**src/rtl/hz_pkg.sv**
```systemverilog
package hz_pkg;
  typedef enum logic [1:0] {
    SRC_RF   = 2'b00,
    SRC_WB   = 2'b01,
    SRC_MEM  = 2'b10
  } fwd_src_e;
endpackage

```
**src/rtl/hz_fwd_pick.sv**
```systemverilog
module hz_fwd_pick
  import hz_pkg::*;
#(
  parameter int AW = 5,
  parameter bit SKIP_MEM_LOAD = 1'b0
) (
  input  logic [AW-1:0] src,
  input  logic [AW-1:0] mem_rd,
  input  logic          mem_we,
  input  logic          mem_ld,
  input  logic [AW-1:0] wb_rd,
  input  logic          wb_we,
  output logic [1:0]    sel
);
  logic mem_ok;
  logic mem_hit;
  logic wb_hit;

  generate
    if (SKIP_MEM_LOAD) begin : g_gate
      assign mem_ok = mem_we && !mem_ld;
    end else begin : g_plain
      assign mem_ok = mem_we;
    end
  endgenerate

  assign mem_hit = mem_ok && (mem_rd != '0) && (mem_rd == src);
  assign wb_hit  = wb_we  && (wb_rd  != '0) && (wb_rd  == src);

  always_comb begin
    if (mem_hit)     sel = SRC_MEM;
    else if (wb_hit) sel = SRC_WB;
    else             sel = SRC_RF;
  end
endmodule

```
**src/rtl/hz_interlock.sv**
```systemverilog
module hz_interlock #(
  parameter int AW = 5
) (
  input  logic [AW-1:0] id_rs1,
  input  logic [AW-1:0] id_rs2,
  input  logic          id_is_branch,
  input  logic          id_is_store,
  input  logic [AW-1:0] ex_rd,
  input  logic          ex_reg_we,
  input  logic          ex_is_load,
  input  logic [AW-1:0] mem_rd,
  input  logic          mem_reg_we,
  input  logic          mem_is_load,
  output logic          stall
);
  logic ex_live, mem_ld_live;
  logic ex_m1, ex_m2, mem_m1, mem_m2;
  logic load_use, br_ex, br_mem;

  assign ex_live     = ex_reg_we && (ex_rd != '0);
  assign mem_ld_live = mem_reg_we && mem_is_load && (mem_rd != '0);

  assign ex_m1  = ex_live && (ex_rd == id_rs1);
  assign ex_m2  = ex_live && (ex_rd == id_rs2);
  assign mem_m1 = mem_ld_live && (mem_rd == id_rs1);
  assign mem_m2 = mem_ld_live && (mem_rd == id_rs2);

  // store data register is bypassed later, so only its address source counts
  assign load_use = ex_is_load && (ex_m1 || (ex_m2 && !id_is_store));
  assign br_ex    = id_is_branch && (ex_m1 || ex_m2);
  assign br_mem   = id_is_branch && (mem_m1 || mem_m2);

  assign stall = load_use || br_ex || br_mem;
endmodule

```
**src/rtl/hazard_fwd_unit.sv**
```systemverilog
module hazard_fwd_unit
  import hz_pkg::*;
#(
  parameter int AW = 5
) (
  input  logic [AW-1:0] id_rs1,
  input  logic [AW-1:0] id_rs2,
  input  logic          id_is_branch,
  input  logic          id_is_store,
  input  logic [AW-1:0] ex_rs1,
  input  logic [AW-1:0] ex_rs2,
  input  logic [AW-1:0] ex_rd,
  input  logic          ex_reg_we,
  input  logic          ex_is_load,
  input  logic [AW-1:0] mem_rd,
  input  logic          mem_reg_we,
  input  logic          mem_is_load,
  input  logic          mem_is_store,
  input  logic [AW-1:0] mem_rs2,
  input  logic [AW-1:0] wb_rd,
  input  logic          wb_reg_we,
  output logic [1:0]    alu_a_sel,
  output logic [1:0]    alu_b_sel,
  output logic          st_data_sel,
  output logic [1:0]    br_a_sel,
  output logic [1:0]    br_b_sel,
  output logic          stall_hold,
  output logic          idex_bubble
);
  localparam int NSRC = 4;
  localparam int NALU = 2;

  logic [AW-1:0] src_idx [NSRC];
  logic [1:0]    src_sel [NSRC];
  logic          stall;

  assign src_idx[0] = ex_rs1;
  assign src_idx[1] = ex_rs2;
  assign src_idx[2] = id_rs1;
  assign src_idx[3] = id_rs2;

  // ALU sources take any EX/MEM result; decode branch sources skip a load there
  generate
    for (genvar i = 0; i < NSRC; i++) begin : g_src
      hz_fwd_pick #(
        .AW            (AW),
        .SKIP_MEM_LOAD (i >= NALU)
      ) u_pick (
        .src    (src_idx[i]),
        .mem_rd (mem_rd),
        .mem_we (mem_reg_we),
        .mem_ld (mem_is_load),
        .wb_rd  (wb_rd),
        .wb_we  (wb_reg_we),
        .sel    (src_sel[i])
      );
    end
  endgenerate

  hz_interlock #(.AW(AW)) u_lock (
    .id_rs1       (id_rs1),
    .id_rs2       (id_rs2),
    .id_is_branch (id_is_branch),
    .id_is_store  (id_is_store),
    .ex_rd        (ex_rd),
    .ex_reg_we    (ex_reg_we),
    .ex_is_load   (ex_is_load),
    .mem_rd       (mem_rd),
    .mem_reg_we   (mem_reg_we),
    .mem_is_load  (mem_is_load),
    .stall        (stall)
  );

  assign alu_a_sel   = src_sel[0];
  assign alu_b_sel   = src_sel[1];
  assign br_a_sel    = src_sel[2];
  assign br_b_sel    = src_sel[3];
  assign st_data_sel = mem_is_store && wb_reg_we && (wb_rd != '0) && (wb_rd == mem_rs2);
  assign stall_hold  = stall;
  assign idex_bubble = stall;
endmodule

```
**config.mk**
```make
export PLATFORM = sky130hd
export DESIGN_NAME = hazard_fwd_unit
export DESIGN_NICKNAME = d
export VERILOG_FILES = /design/src/rtl/hz_pkg.sv /design/src/rtl/hz_fwd_pick.sv /design/src/rtl/hz_interlock.sv /design/src/rtl/hazard_fwd_unit.sv
export SDC_FILE = /design/constraint.sdc
export NUM_CORES = 1
export LEC_CHECK = 0
export BUFFER_PORTS_ARGS = -buffer_cell sky130_fd_sc_hd__buf_2
export CORE_UTILIZATION = 40
export DETAILED_ROUTE_END_ITERATION = 12
export PLACE_DENSITY = 0.91
export REMOVE_ABC_BUFFERS = 1
export SYNTH_ARGS = -nofsm -noshare
export SYNTH_HDL_FRONTEND = slang
export SYNTH_SLANG_ARGS = --single-unit
export TNS_END_PERCENT = 100
```
**constraint.sdc**
```tcl
create_clock -name vclk -period 1.62
set_input_delay 0.243 -clock vclk [all_inputs]
set_output_delay 0.243 -clock vclk [all_outputs]
set_load 0.02 [all_outputs]
```
* Word level (Yosys, flattened, before mapping)
Cells that the tools add are included.
** Storage, ports and cells
- Bits in registers :: 0
- Logic and storage cells :: 55
** Cells by class
- Equality and inequality tests :: 11
- Mux-type cells :: 8
- Reductions and logical operators :: 36
** Operators with widths (number)
- == test 5 bit :: 11
- logical AND 1 bit :: 26
- nonzero test 5 bit :: 3
- 2-to-1 mux 2 bit :: 4
- logical OR 1 bit :: 5
- 2-to-1 mux 1 bit :: 4
- zero test 1 bit :: 2

* Depth between registers and ports, before layout
Gate-level depths: netlist of run 1.
- Depth in word-level cells :: 8
- Mapped depth :: 7

* By module
Synthesis of run 1 repeated with hierarchy kept, for this count alone.
** Second synthesis, totals
- Cells, all modules :: 133
- Area, all modules :: 1012.2 µm²
** Modules (own cells, without submodules)
- hz_fwd_pick (g_src[2].u_pick ...) :: times used 2, cells each 22, area an instance 168.9 µm²
- hz_fwd_pick (g_src[0].u_pick ...) :: times used 2, cells each 21, area an instance 158.9 µm²
- hz_interlock :: times used 1, cells each 36, area an instance 272.8 µm²
- hazard_fwd_unit :: times used 1, cells each 11, area an instance 83.8 µm²

* Least setup slack after synthesis of run 1
OpenSTA, ideal clock, no wires.
- Kind :: input-to-output
- From :: input mem_rd[2]
- To :: output alu_a_sel[0]
- Arrival time :: 1688 ps
- Required time :: 1377 ps
- Setup slack :: -311 ps
- Cell stages on the path :: 5
- Buffers on the path :: 1
- Cell sequence :: buf_2 -> or4_4 -> o21ai_4 -> nor4_1 -> nor4_2
** On the way
- Cells in the longest elaborated chain, start to end :: 4
** Ends and longest elaborated chain
- start: declaration :: RTL line hazard_fwd_unit.sv:15 : input logic [AW-1:0] mem_rd,
- nonzero test 5 bit :: RTL line hz_fwd_pick.sv:27 : assign mem_hit = mem_ok && (mem_rd != '0) && (mem_rd == src);
- logical AND 1 bit :: RTL line hz_fwd_pick.sv:27
- logical AND 1 bit (*) :: RTL line hz_fwd_pick.sv:27
- named net g_src[0].u_pick.mem_hit :: RTL line hz_fwd_pick.sv:16 : logic mem_hit;
- 2-to-1 mux 2 bit (*) :: RTL line hz_fwd_pick.sv:31 : if (mem_hit) sel = SRC_MEM;
- end: declaration :: RTL line hazard_fwd_unit.sv:22 : output logic [1:0] alu_a_sel,
The timed path passes the listed nets; every way through them passes the cells marked *.

* Worst setup path in the final report of run 1
- From :: input mem_rd[4]
- To :: output alu_b_sel[0]
** On the way
- Cells in the longest elaborated chain, start to end :: 4
** Ends and longest elaborated chain
- nonzero test 5 bit :: RTL line hz_fwd_pick.sv:27
- logical AND 1 bit :: RTL line hz_fwd_pick.sv:27
- logical AND 1 bit (*) :: RTL line hz_fwd_pick.sv:27
- 2-to-1 mux 2 bit (*) :: RTL line hz_fwd_pick.sv:31
- end: declaration :: RTL line hazard_fwd_unit.sv:23 : output logic [1:0] alu_b_sel,
Mark *: on every way between the ends. The rest lies on a longest branch, timed or not.

==> results of run 1 <==
-- stage by stage --
stage	util	total power, W	area [µm²]	setup TNS, ns
final	0.732	0.000415	1440	-2.64
after CTS	0.688	0.000351	1350	-1.93
after detailed placement	0.617	0.000311	1210	-1.98
after floorplan	-	0.000138	738	-1.04
after global routing	0.732	0.000432	1440	-2.99
after global placement	0.617	0.000299	1210	-1.51
-- cells by family (layout without fill, tap and decap cells) --
family          Yosys count  in the layout  share of synthesized area
compound gates            6              6                     0.0574
xor+xnor                 55             55                      0.582
simple gates             32             32                      0.252
buf+inv                  15             84                      0.109
-- power by group through the flow --
| stage | clock [W] | sequential, W | combinational, W |
|---|---|---|---|
| after floorplan | 0 | 0 | 0.000138 |
| after global placement | 0 | 0 | 0.000299 |
| after detailed placement | 0 | 0 | 0.000311 |
| after CTS | 0 | 0 | 0.000351 |
| after global routing | 0 | 0 | 0.000432 |
| final | 0 | 0 | 0.000415 |
-- Yosys cell counts --
| cell | number | area [µm²] |
|---|---|---|
| a32o_1 | 1 | 10.0 |
| buf_2 | 6 | 30.0 |
| buf_4 | 5 | 37.5 |
| buf_6 | 1 | 11.3 |
| clkbuf_1 | 3 | 11.3 |
| nand2_1 | 4 | 15.0 |
| nand3_1 | 4 | 20.0 |
| nand4_1 | 3 | 18.8 |
| nor2_1 | 2 | 7.51 |
| nor2b_1 | 1 | 6.26 |
| nor3_1 | 6 | 30.0 |
| nor4_1 | 2 | 12.5 |
| nor4_2 | 4 | 50.1 |
| o21ai_0 | 2 | 10.0 |
| o21ai_1 | 1 | 5.00 |
| o21ai_4 | 1 | 16.3 |
| o22ai_1 | 1 | 6.26 |
| or4_1 | 5 | 37.5 |
| or4_4 | 1 | 11.3 |
| xnor2_1 | 25 | 219 |
| xor2_1 | 30 | 263 |
-- cell type report --
class / count / area [µm²]
Timing Repair Buffer: 84 / 549
Multi-Input combinational cell: 93 / 853
Tap cell: 27 / 33.8
Fill cell: 129 / 526
-- final timing paths --
kind | start | to | cells after the start
max | mem_rd[4] | alu_b_sel[0] | 7
min | mem_is_load | br_a_sel[1] | 3
-- worst max-delay path: stages --
cell	delay [ns]
buf_6	0.10
or4_4	0.56
o21ai_4	0.23
buf_6	0.14
nor4_4	0.05
nor4_2	0.33
buf_4	0.22
-- what timing repair did --
item                       in CTS  in global routing
setup endpoints to repair      11                 11
pin swaps                      15                  6
buffers inserted                4                  2
resized for setup              23                 17
-- per-layer routing --
layer,vias to the layer above,GRT usage,part of all wire
met3,42,0.0415,0.15
met1,556,0.349,0.34
met5,-,0,0
met2,137,0.542,0.43
li1,498,-,-
met4,0,0.160,0.073
==> impl_metrics.toml, run 1 <==
[place]
place_ws_ns = -0.312
portBuffers = 59
hpwlAfterDp_mm = 2.36
gp_congestion = 0.804
dpl.cell_count = 198

[setup_path]
crit_fanout = 5
end_kind = "output pin"
arrival_ns = 1.87
start_kind = "primary input"
crit_required_ns = 1.38
crit_type = "in2out"

[job]
drv_cap = 0

[timing]
relSlewSlack = 0.720
period_needed_ns = 2.11
whs_ns = 0.820
fin_ws_ns = -0.488
fin_crit_sh = 1.30
slew_violations = 0
grt_setup_unrepaired = "true"
hold_viol_final = 0
finalSetupViolCount = 11
clock.fmax_ghz = 0.474
worst_slew_pin_slew_ns = 0.417

[floorplan]
fp.dieW_um = 47.5
start_util = 0.422
row_count = 16
dieHeight_um = 47.5
coreArea_um2 = 1960
dieArea_um2 = 2260
ioPinCount = 59

[power_and_ir_drop]
sequentialPowerShare = 0
p_int_w = 0.000195
clockPowerShare = 0
p_sw_w = 0.000220
peakVddDrop_mv = 0.147
switching_share = 0.529
p_leak_nw = 0.653
powerDensity_nw_per_um2 = 289
combPwrFrac = 1.000

[grt]
grt_pass1_wl_mm = 4.71
grt_pass1_vias = 1065
grt_max_degree = 7
antenna_found_initial = 0
groute.usage.overall = 0.304
overflow = 0

[finish]
nClkBuffers = 0
design.seq.count = 0
fin_cells = 204
layout.nets = 227
register_area_um2 = 0
n_antenna_cell = 0
mostFrequentLayoutCells = "buf_2, xor2_1, buf_4"
syn_to_final_growth_pct = 73.4
layout_commonest_cell = "buf_2"
drive_gt1_frac = 0.610

[detailed_routing]
drc = 0
firstDrtPassIters = 4
drt_wl_total_mm = 4.48
num_vias = 1233
ant_nets = 0
initialDrtViolationCount = 89
vias_per_cell = 6.04
wl_per_cell_um = 21.9

[synthesis]
ys_seq_area_frac = 0
synth_area_um2 = 828
syn_inst = 108
avgSynthCellArea_um2 = 7.67
yosys_warnings = 0
synth_cell_types = 21

[run_status]
violations = "setup timing"
status = "complete, but fails checks"

[worst_hold_path]
hp-class = "in2out"

[clocking]
postCtsHoldBufs = 0
(Power assumes the default switching activity.)
==> inputs of run 2 (changes only) <==
- ABC_AREA: not set -> 1
- ABC_CLOCK_PERIOD_IN_PS: not set -> 2660
- CORE_UTILIZATION: 40 -> 50
- PLACE_DENSITY: 0.91 -> 0.95
- clock period: 1.62 -> 2.66 ns (I/O delays scaled with it)
==> impl_metrics.toml, run 2 <==
[run_status]
status = "finished, final reports clean"

[synthesis]
avgSynthCellArea_um2 = 6.31
synth.most_common_cell = "nand2_1"
synth_commonest_cells = "nand2_1, xnor2_1, xor2_1"
synth_top_area_share = 0.227
yosys_warnings = 0
synth_area_leaders = "xnor2_1, xor2_1, nand2_1"
synth_cell_types = 20
synth_top_area_cell = "xnor2_1"
ys_seq_area_frac = 0
syn_inst = 153
synth_area_um2 = 966

[timing]
finalSetupViolCount = 0
whs_ns = 1.11
fin_ws_ns = 0.888
fin_crit_sh = 0.666
worst_slew_pin_slew_ns = 0.248
period_needed_ns = 1.77
hold_viol_final = 0
clock.fmax_ghz = 0.564
slew_violations = 0
relSlewSlack = 0.834
grt_setup_unrepaired = "false"
setup-tns-final_ns = 0

[floorplan]
start_util = 0.548
fp.dieW_um = 46.0
dieArea_um2 = 2110
row_count = 15
coreArea_um2 = 1760
ioPinCount = 59
dieHeight_um = 46.0

[setup_path]
crit_fanout = 7
path_buf_inv = 2
end_kind = "output pin"
start_kind = "primary input"
crit_type = "in2out"
arrival_ns = 1.37
cp_slowest_cell = "nor3_1"
path_delay_family = "simple AND/OR/NAND/NOR gates"
critPathMaxStageDelay_ns = 0.23
worstPathCellList = "buf_2, xor2_1, nor3_1, nand4_1, nor2_1, buf_2"
crit_required_ns = 2.26
path_common_cell = "buf_2"

[finish]
n_antenna_cell = 0
design.seq.count = 0
register_area_um2 = 0
layout_commonest_cell = "buf_2"
design_area_um2 = 1200
drive_gt1_frac = 0.352
nFillCells = 179
syn_to_final_growth_pct = 24.0
nClkBuffers = 0
mostFrequentLayoutCells = "buf_2, nand2_1, xnor2_1"
multi_input_area_um2 = 811
layout.nets = 249

[detailed_routing]
wl_met3_um = 107
ant_nets = 0
initialDrtViolationCount = 14
highest_layer = "met3"
drc = 0
vias_per_cell = 4.73
num_vias = 1060
wl_per_cell_um = 10.7
wirelength_met1_mm = 1.14
firstDrtPassIters = 4
drt_wl_total_mm = 2.39
dr_wl_met2_mm = 1.14

[grt]
grt_max_degree = 8
groute.usage.overall = 0.245
antenna_found_initial = 0
overflow = 0
grt_pass1_vias = 917
grt_pass1_wl_mm = 3.93

[worst_hold_path]
holdPathEnd = "br_b_sel[1]"
worstHoldStart = "mem_is_load"
hp-class = "in2out"
hold_depth = 3

[place]
place_ws_ns = 0.901
hpwlAfterDp_mm = 2.13
placed_area_um2 = 1200
portBuffers = 59
gp_congestion = 0.896

[clocking]
postCtsHoldBufs = 0
cts_resized = 0
post_cts_buffers = 0

[power_and_ir_drop]
p_leak_nw = 0.650
peakVddDrop_mv = 0.0692
powerDensity_nw_per_um2 = 152

[job]
drv_cap = 0
==> run 2: metal layers <==
layer  vias up  GRT usage
li1        561          -
met3         0          0
met2        38      0.431
met1       461      0.351
met5         -          0
met4         0          0
==> run 2: cells by family (layout without fill, tap and decap cells) <==
kind of cell	count (synthesis)	in the layout	synth area share
and+or+nand+nor	74	74	0.394
buffers and inverters	29	75	0.161
xor gates and xnor gates	46	46	0.417
AOI/OAI and AO/OA	4	4	0.0285
==> run 2: area by class of cell <==
cell class | count | area share
multi-input cells | 124 | 0.677
repair buffers | 59 | 0.247
inverters | 16 | 0.0502
well taps | 25 | 0.0261
==> run 2: how the worst max path moves through the flow <==
| stage | start | end | cells past startpoint |
|---|---|---|---|
| after detailed placement | wb_rd[2] | br_b_sel[0] | 6 |
| after floorplan | id_rs1[1] | br_a_sel[0] | 6 |
| after global routing | wb_rd[0] | br_a_sel[0] | 6 |
| after global placement | wb_rd[1] | alu_a_sel[0] | 6 |
| after CTS | wb_rd[2] | br_b_sel[0] | 6 |
| final | wb_rd[0] | br_a_sel[0] | 6 |
==> run 2: report_power, final <==
group | switching [W] | internal, W
registers | 0 | 0
clock network | 0 | 0
logic | 0.000101 | 0.0000817
==> run 2: stage by stage <==
step	instances	utilization	power, W
after global routing	224	0.679	0.000201
after CTS	224	0.679	0.000182
final	224	0.679	0.000182
after floorplan	140	-	0.000101
after global placement	224	0.679	0.000178
after detailed placement	224	0.679	0.000181
